===== src/rtl/sbe_pkg.sv =====
package sbe_pkg;
    typedef enum logic [2:0] {
        ST_IDLE,
        ST_TX_WAIT,
        ST_TX_BURST,
        ST_RX_WAIT,
        ST_RX_BURST,
        ST_RX_GAP,
        ST_FINISH
    } sbe_state_e;
endpackage


===== src/rtl/sbe_gate.sv =====
module sbe_gate #(
    parameter int unsigned CNT_W       = 16,
    parameter int unsigned BUFCNT_W    = 16,
    parameter int unsigned BURST_WORDS = 32
) (
    input  logic [CNT_W-1:0]    tx_cnt,
    input  logic [CNT_W-1:0]    rx_cnt,
    input  logic [BUFCNT_W-1:0] buf_words,
    output logic                tx_ok,
    output logic                rx_ok
);
    // transmit: a whole burst stored; receive: count below all-ones in the upper slice
    localparam logic [CNT_W-1:0] TX_MIN   = CNT_W'(BURST_WORDS);
    localparam logic [CNT_W-1:0] RX_LIMIT = ~CNT_W'((2 * BURST_WORDS) - 1);

    always_comb begin
        tx_ok = (tx_cnt >= TX_MIN);
        rx_ok = (rx_cnt < RX_LIMIT) && (buf_words >= BUFCNT_W'(BURST_WORDS));
    end
endmodule


===== src/rtl/sbe_beat_ctr.sv =====
module sbe_beat_ctr #(
    parameter int unsigned BURST_WORDS = 32
) (
    input  logic clk,
    input  logic rst_n,
    input  logic run,
    output logic last
);
    localparam int unsigned BEAT_W = $clog2(BURST_WORDS);
    localparam logic [BEAT_W-1:0] BEAT_END = BEAT_W'(BURST_WORDS - 1);

    logic [BEAT_W-1:0] beat_q;

    always_ff @(posedge clk or negedge rst_n) begin
        if (!rst_n) begin
            beat_q <= '0;
        end else if (run) begin
            beat_q <= (beat_q == BEAT_END) ? '0 : beat_q + 1'b1;
        end
    end

    assign last = run && (beat_q == BEAT_END);
endmodule


===== src/rtl/sbe_sector_ctr.sv =====
module sbe_sector_ctr #(
    parameter int unsigned LEN_W = 32
) (
    input  logic             clk,
    input  logic             rst_n,
    input  logic             load,
    input  logic [LEN_W-1:0] load_val,
    input  logic             dec,
    output logic             on_last
);
    logic [LEN_W-1:0] remain_q;

    always_ff @(posedge clk or negedge rst_n) begin
        if (!rst_n) begin
            remain_q <= '0;
        end else if (load) begin
            remain_q <= load_val;
        end else if (dec) begin
            remain_q <= remain_q - 1'b1;
        end
    end

    assign on_last = (remain_q == LEN_W'(1));
endmodule


===== src/rtl/sector_burst_engine.sv =====
module sector_burst_engine #(
    parameter int unsigned DATA_W      = 128,
    parameter int unsigned CNT_W       = 16,
    parameter int unsigned BUFCNT_W    = 16,
    parameter int unsigned LEN_W       = 32,
    parameter int unsigned BURST_WORDS = 32
) (
    input  logic                clk,
    input  logic                rst_n,
    input  logic                start,
    input  logic                dir_rx,
    input  logic [LEN_W-1:0]    total_sectors,
    output logic                busy,
    output logic                done,
    input  logic [CNT_W-1:0]    tx_rd_cnt,
    output logic                tx_rd_en,
    input  logic [DATA_W-1:0]   tx_rd_data,
    output logic                buf_wr_en,
    output logic [DATA_W-1:0]   buf_wr_data,
    input  logic [BUFCNT_W-1:0] buf_words,
    input  logic [DATA_W-1:0]   buf_rd_data,
    input  logic [CNT_W-1:0]    rx_wr_cnt,
    output logic                rx_wr_en,
    output logic [DATA_W-1:0]   rx_wr_data
);
    import sbe_pkg::*;

    localparam int unsigned RUN_W  = $clog2(BURST_WORDS) + 1;
    localparam int unsigned TX_LSB = $clog2(BURST_WORDS);
    localparam int unsigned RX_LSB = TX_LSB + 1;

    sbe_state_e state_q, state_d;
    logic tx_ok, rx_ok, beat_last, sec_last, run, load;

    assign run  = (state_q == ST_TX_BURST) || (state_q == ST_RX_BURST);
    assign load = (state_q == ST_IDLE) && start;

    sbe_gate #(.CNT_W(CNT_W), .BUFCNT_W(BUFCNT_W), .BURST_WORDS(BURST_WORDS)) u_gate (
        .tx_cnt(tx_rd_cnt), .rx_cnt(rx_wr_cnt), .buf_words(buf_words),
        .tx_ok(tx_ok), .rx_ok(rx_ok)
    );

    sbe_beat_ctr #(.BURST_WORDS(BURST_WORDS)) u_beat (
        .clk(clk), .rst_n(rst_n), .run(run), .last(beat_last)
    );

    sbe_sector_ctr #(.LEN_W(LEN_W)) u_sector (
        .clk(clk), .rst_n(rst_n), .load(load), .load_val(total_sectors),
        .dec(beat_last), .on_last(sec_last)
    );

    always_ff @(posedge clk or negedge rst_n) begin
        if (!rst_n) begin
            state_q <= ST_IDLE;
        end else begin
            state_q <= state_d;
        end
    end

    always_comb begin
        state_d = state_q;
        unique case (state_q)
            ST_IDLE: begin
                if (start) begin
                    if (total_sectors == '0) state_d = ST_FINISH;
                    else if (dir_rx)         state_d = ST_RX_WAIT;
                    else                     state_d = ST_TX_WAIT;
                end
            end
            ST_TX_WAIT:  if (tx_ok) state_d = ST_TX_BURST;
            ST_TX_BURST: if (beat_last) state_d = sec_last ? ST_FINISH : ST_TX_WAIT;
            ST_RX_WAIT:  if (rx_ok) state_d = ST_RX_BURST;
            ST_RX_BURST: if (beat_last) state_d = sec_last ? ST_FINISH : ST_RX_GAP;
            ST_RX_GAP:   state_d = ST_RX_WAIT;
            ST_FINISH:   state_d = ST_IDLE;
            default:     state_d = ST_IDLE;
        endcase
    end

    always_comb begin
        tx_rd_en   = (state_q == ST_TX_BURST);
        rx_wr_en   = (state_q == ST_RX_BURST);
        done       = (state_q == ST_FINISH);
        busy       = (state_q != ST_IDLE);
        rx_wr_data = buf_rd_data;
        buf_wr_data = tx_rd_data;
    end

    // read data lands one cycle after the enable
    always_ff @(posedge clk or negedge rst_n) begin
        if (!rst_n) begin
            buf_wr_en <= 1'b0;
        end else begin
            buf_wr_en <= tx_rd_en;
        end
    end

    // run-length monitors for the burst checks
    logic [RUN_W-1:0] chk_tx_run, chk_rx_run;
    always_ff @(posedge clk or negedge rst_n) begin
        if (!rst_n) begin
            chk_tx_run <= '0;
            chk_rx_run <= '0;
        end else begin
            chk_tx_run <= tx_rd_en ? chk_tx_run + 1'b1 : '0;
            chk_rx_run <= rx_wr_en ? chk_rx_run + 1'b1 : '0;
        end
    end

    assert_tx_gate_R2: assert property (@(posedge clk) disable iff (!rst_n)
        $rose(tx_rd_en) |-> ($past(tx_rd_cnt[CNT_W-1:TX_LSB]) != '0));
    assert_tx_run_R3: assert property (@(posedge clk) disable iff (!rst_n)
        $fell(tx_rd_en) |-> (chk_tx_run == RUN_W'(BURST_WORDS)));
    assert_tx_nolong_R3: assert property (@(posedge clk) disable iff (!rst_n)
        tx_rd_en |-> (chk_tx_run < RUN_W'(BURST_WORDS)));
    assert_rx_gate_R5: assert property (@(posedge clk) disable iff (!rst_n)
        $rose(rx_wr_en) |-> (!(&$past(rx_wr_cnt[CNT_W-1:RX_LSB])) &&
                             ($past(buf_words) >= BUFCNT_W'(BURST_WORDS))));
    assert_rx_run_R6: assert property (@(posedge clk) disable iff (!rst_n)
        $fell(rx_wr_en) |-> (chk_rx_run == RUN_W'(BURST_WORDS)));
    assert_rx_gap_R6: assert property (@(posedge clk) disable iff (!rst_n)
        $fell(rx_wr_en) |=> !rx_wr_en);
    assert_done_drop_R9: assert property (@(posedge clk) disable iff (!rst_n)
        done |=> !busy);
    assert_one_dir_R10: assert property (@(posedge clk) disable iff (!rst_n)
        !(tx_rd_en && rx_wr_en));
endmodule


===== config.mk =====
export PLATFORM = sky130hd
export DESIGN_NAME = sector_burst_engine
export DESIGN_NICKNAME = d
export VERILOG_FILES = /design/src/rtl/sbe_pkg.sv /design/src/rtl/sbe_gate.sv /design/src/rtl/sbe_beat_ctr.sv /design/src/rtl/sbe_sector_ctr.sv /design/src/rtl/sector_burst_engine.sv
export SDC_FILE = /design/constraint.sdc
export NUM_CORES = 1
export LEC_CHECK = 0
export ABC_AREA = 1
export BUFFER_PORTS_ARGS = -buffer_cell sky130_fd_sc_hd__buf_2
export CAP_MARGIN = 25
export CORE_AREA = 2 2 233 235
export DETAILED_ROUTE_END_ITERATION = 8
export DIE_AREA = 0 0 235 237
export GPL_ROUTABILITY_DRIVEN = 0
export GPL_TIMING_DRIVEN = 1
export MAX_ROUTING_LAYER = met4
export SKIP_CTS_REPAIR_TIMING = 1
export SYNTH_ARGS = -nofsm -noshare
export SYNTH_HDL_FRONTEND = slang
export SYNTH_SLANG_ARGS = --single-unit

===== constraint.sdc =====
create_clock -name clk -period 2.55 [get_ports clk]
set_input_delay 0.51 -clock clk [delete_from_list [all_inputs] [get_ports clk]]
set_output_delay 0.51 -clock clk [all_outputs]
set_load 0.005 [all_outputs]

==> impl_metrics.env <==
export IMPL_status="completed"
export IMPL_grt_total_usage_pct=6.99
export IMPL_finalClockSkew_ns=0.0200
export IMPL_die_area_um2=55700
export IMPL_post_route_min_period_ns=1.94
export IMPL_start_kind="flop"
export IMPL_crit_chain="inv_1 -> nand2_2 -> nor2_1 -> buf_2"
export IMPL_setup_violations_final=0
export IMPL_fp_row_count=85
export IMPL_r2r_start="u_beat.beat_q[0]"
export IMPL_start_util_pct=9.39
export IMPL_die_height_um=237
export IMPL_layoutNonFillerInstCount=1252
export IMPL_clk_latency_ns=0.31
export IMPL_synth_cell_types=33
export IMPL_core_um2=53300
export IMPL_drv_slew=0
export IMPL_setup_tns_ns=0
export IMPL_peakVddDrop_mv=0.240
export IMPL_worst_pin_slew_ns=0.506
export IMPL_leakagePower_nw=1.86
export IMPL_avgSynthCellArea_um2=6.84
export IMPL_die_w_um=235
export IMPL_io_buffer_count=72
export IMPL_dr_pass1_iters=4
export IMPL_cts_path_max_buffers=2
export IMPL_drtIter0Drc=189
export IMPL_rsz0062_at_grt="no"
export IMPL_antenna_found_initial=5
export IMPL_syn_area_um2=5000
export IMPL_drcViolationCount=0
export IMPL_endpoint_kind="output pin"
export IMPL_cp_slowest_cell="dfrtp_1"
export IMPL_area_growth_pct=-10.7
export IMPL_grt_overflow_total=0
export IMPL_ys_seq_elements=41
export IMPL_cp_max_fo=5
export IMPL_root_buffer="clkbuf_16"
export IMPL_crit_family="flip-flops"
export IMPL_maxCapViolations=0
export IMPL_synth_fp_nets=1075
export IMPL_worstReg2RegEnd="u_sector.remain_q[24]"
export IMPL_startpoint="state_q[2]"
export IMPL_avgRoutedWirePerCell_um=15.7
export IMPL_place_inst=1240
export IMPL_ys_seq_area_share_pct=20.5
export IMPL_cp_num_buf_inv=2
export IMPL_cts_buffers=5
export IMPL_cp_required_ns=2.04
export IMPL_dp_hpwl_um=16600
export IMPL_tritoncts="built"
export IMPL_hold_path_class="in2async"
export IMPL_hold_viol=0
export IMPL_grt_pass1_vias=3734
export IMPL_clkTransAtPathRegs_ns=0.07
export IMPL_final_common_cell="nand2_1"
export IMPL_max_stage_delay_ns=0.42
export IMPL_grt_max_degree=24
export IMPL_drive_gt1_share_pct=19.2
export IMPL_final_cell_area_um2=4470
export IMPL_arrival_ns=1.43
export IMPL_relSlewSlack_pct=66.2
export IMPL_grt_pass1_wl_um=26800
export IMPL_htree_levels=2
export IMPL_clock_sinks=41
export IMPL_p_total_mw=3.84
export IMPL_worst_r2r_path_depth=10
export IMPL_most_common_layout_cells="141 x nand2_1, 96 x nor2_1, 72 x buf_2"
export IMPL_nNetsFinal=895
export IMPL_reg2reg_setup_slack_ns=0.65
export IMPL_ant_nets=0
export IMPL_yosysWarnings=0
export IMPL_viasPerCell=2.97
export IMPL_routed_wl_um=19600
export IMPL_finalCritPeriodShare_pct=75.9
export IMPL_dr_total_vias=3721
export IMPL_netlist_instances=731
export IMPL_path_class="reg2out"
export IMPL_hold_ws_ns=0.181
export IMPL_timing_fmax_mhz=517
export IMPL_io_pins=601
export IMPL_dpl_cell_area_um2=4290
export IMPL_power_density_nw_per_um2=860
per-stage QoR:
step	worst slack (ns)	utilization, %
2_1_floorplan	1.02	-
3_3_place_gp	0.667	8.06
3_5_place_dp	0.634	8.06
4_1_cts	0.564	8.37
5_1_grt	0.437	8.39
6_report	0.615	8.39
logic make-up (layout without fill, tap and decap cells):
logic type	count (synthesis)	count (layout)	share of synthesized area [%]
buffers and inverters	321	142	43.9
AND/OR/NAND/NOR	295	295	24.8
AO/OA/AOI/OAI	50	50	6.33
flip-flops	41	41	20.5
XOR/XNOR	20	20	3.50
adder cells (fa/ha/maj)	4	4	1.00
other	0	4	0
power by group:
| part | switching, mW | internal (mW) | total (mW) |
|---|---|---|---|
| registers | 0.343 | 0.970 | 1.31 |
| clock network | 0.324 | 0.466 | 0.790 |
| logic | 1.09 | 0.651 | 1.74 |
| total | 1.76 | 2.09 | 3.84 |
area by class of cell:
type / instances / area [um2]
clock buffers: 6 / 129
well taps: 696 / 871
fillers: 6264 / 48800
flip-flops and latches: 41 / 1030
repair buffers: 78 / 405
clock inverters: 2 / 38.8
multi-input cells: 369 / 1780
diodes: 4 / 10.0
inverters: 56 / 210
synth_stat cells:
master	number	area [um2]
o21ai_1	1	5.00
clkbuf_1	1	3.75
nor3_1	3	15.0
buf_6	3	33.8
dfrtp_1	41	1030
nor2_4	3	33.8
inv_2	3	11.3
inv_1	53	199
nand3_1	32	160
o22ai_1	5	31.3
nor2_2	6	37.5
xnor2_1	3	26.3
o221ai_1	2	17.5
buf_4	257	1930
nand3_2	1	10.0
nand3b_1	1	7.51
a21o_1	1	7.51
nand2_2	4	25.0
o21ai_2	1	8.76
ha_1	4	50.1
nand2_1	141	529
a21oi_1	15	75.1
and3_1	1	6.26
o21ai_0	9	45.0
o21bai_1	7	52.6
o311ai_1	1	8.76
nand4_1	5	31.3
a22oi_2	1	12.5
buf_2	4	20.0
nor2_1	96	360
nand2_4	2	22.5
xor2_1	17	149
o211ai_1	7	52.6
routing by layer:
| metal | wire length, um | track usage, % | up-vias |
|---|---|---|---|
| li1 | - | - | 1652 |
| met4 | 1290 | 4.43 | 0 |
| met1 | 6920 | 6.83 | 1615 |
| met3 | 2570 | 3.72 | 125 |
| met5 | 0 | - | - |
| met2 | 8850 | 10.9 | 329 |
sequential cells by signal, indices dropped and copies added (netlist names):
name,count
u_sector.remain_q,32
state_q,3
buf_wr_en,1
u_beat.beat_q,5
how the worst max path moves through the flow:
stage / slack, ns / endpoint / depth (start not counted)
3_5_place_dp: 0.63 / u_sector.remain_q[6] / 9
4_1_cts: 0.56 / tx_rd_en / 4
5_1_grt: 0.44 / u_sector.remain_q[6] / 9
6_report: 0.61 / tx_rd_en / 4
3_3_place_gp: 0.67 / u_sector.remain_q[18] / 10
2_1_floorplan: 1.02 / u_sector.remain_q[28] / 10
Note: power is estimated with default switching activity, not from simulation.
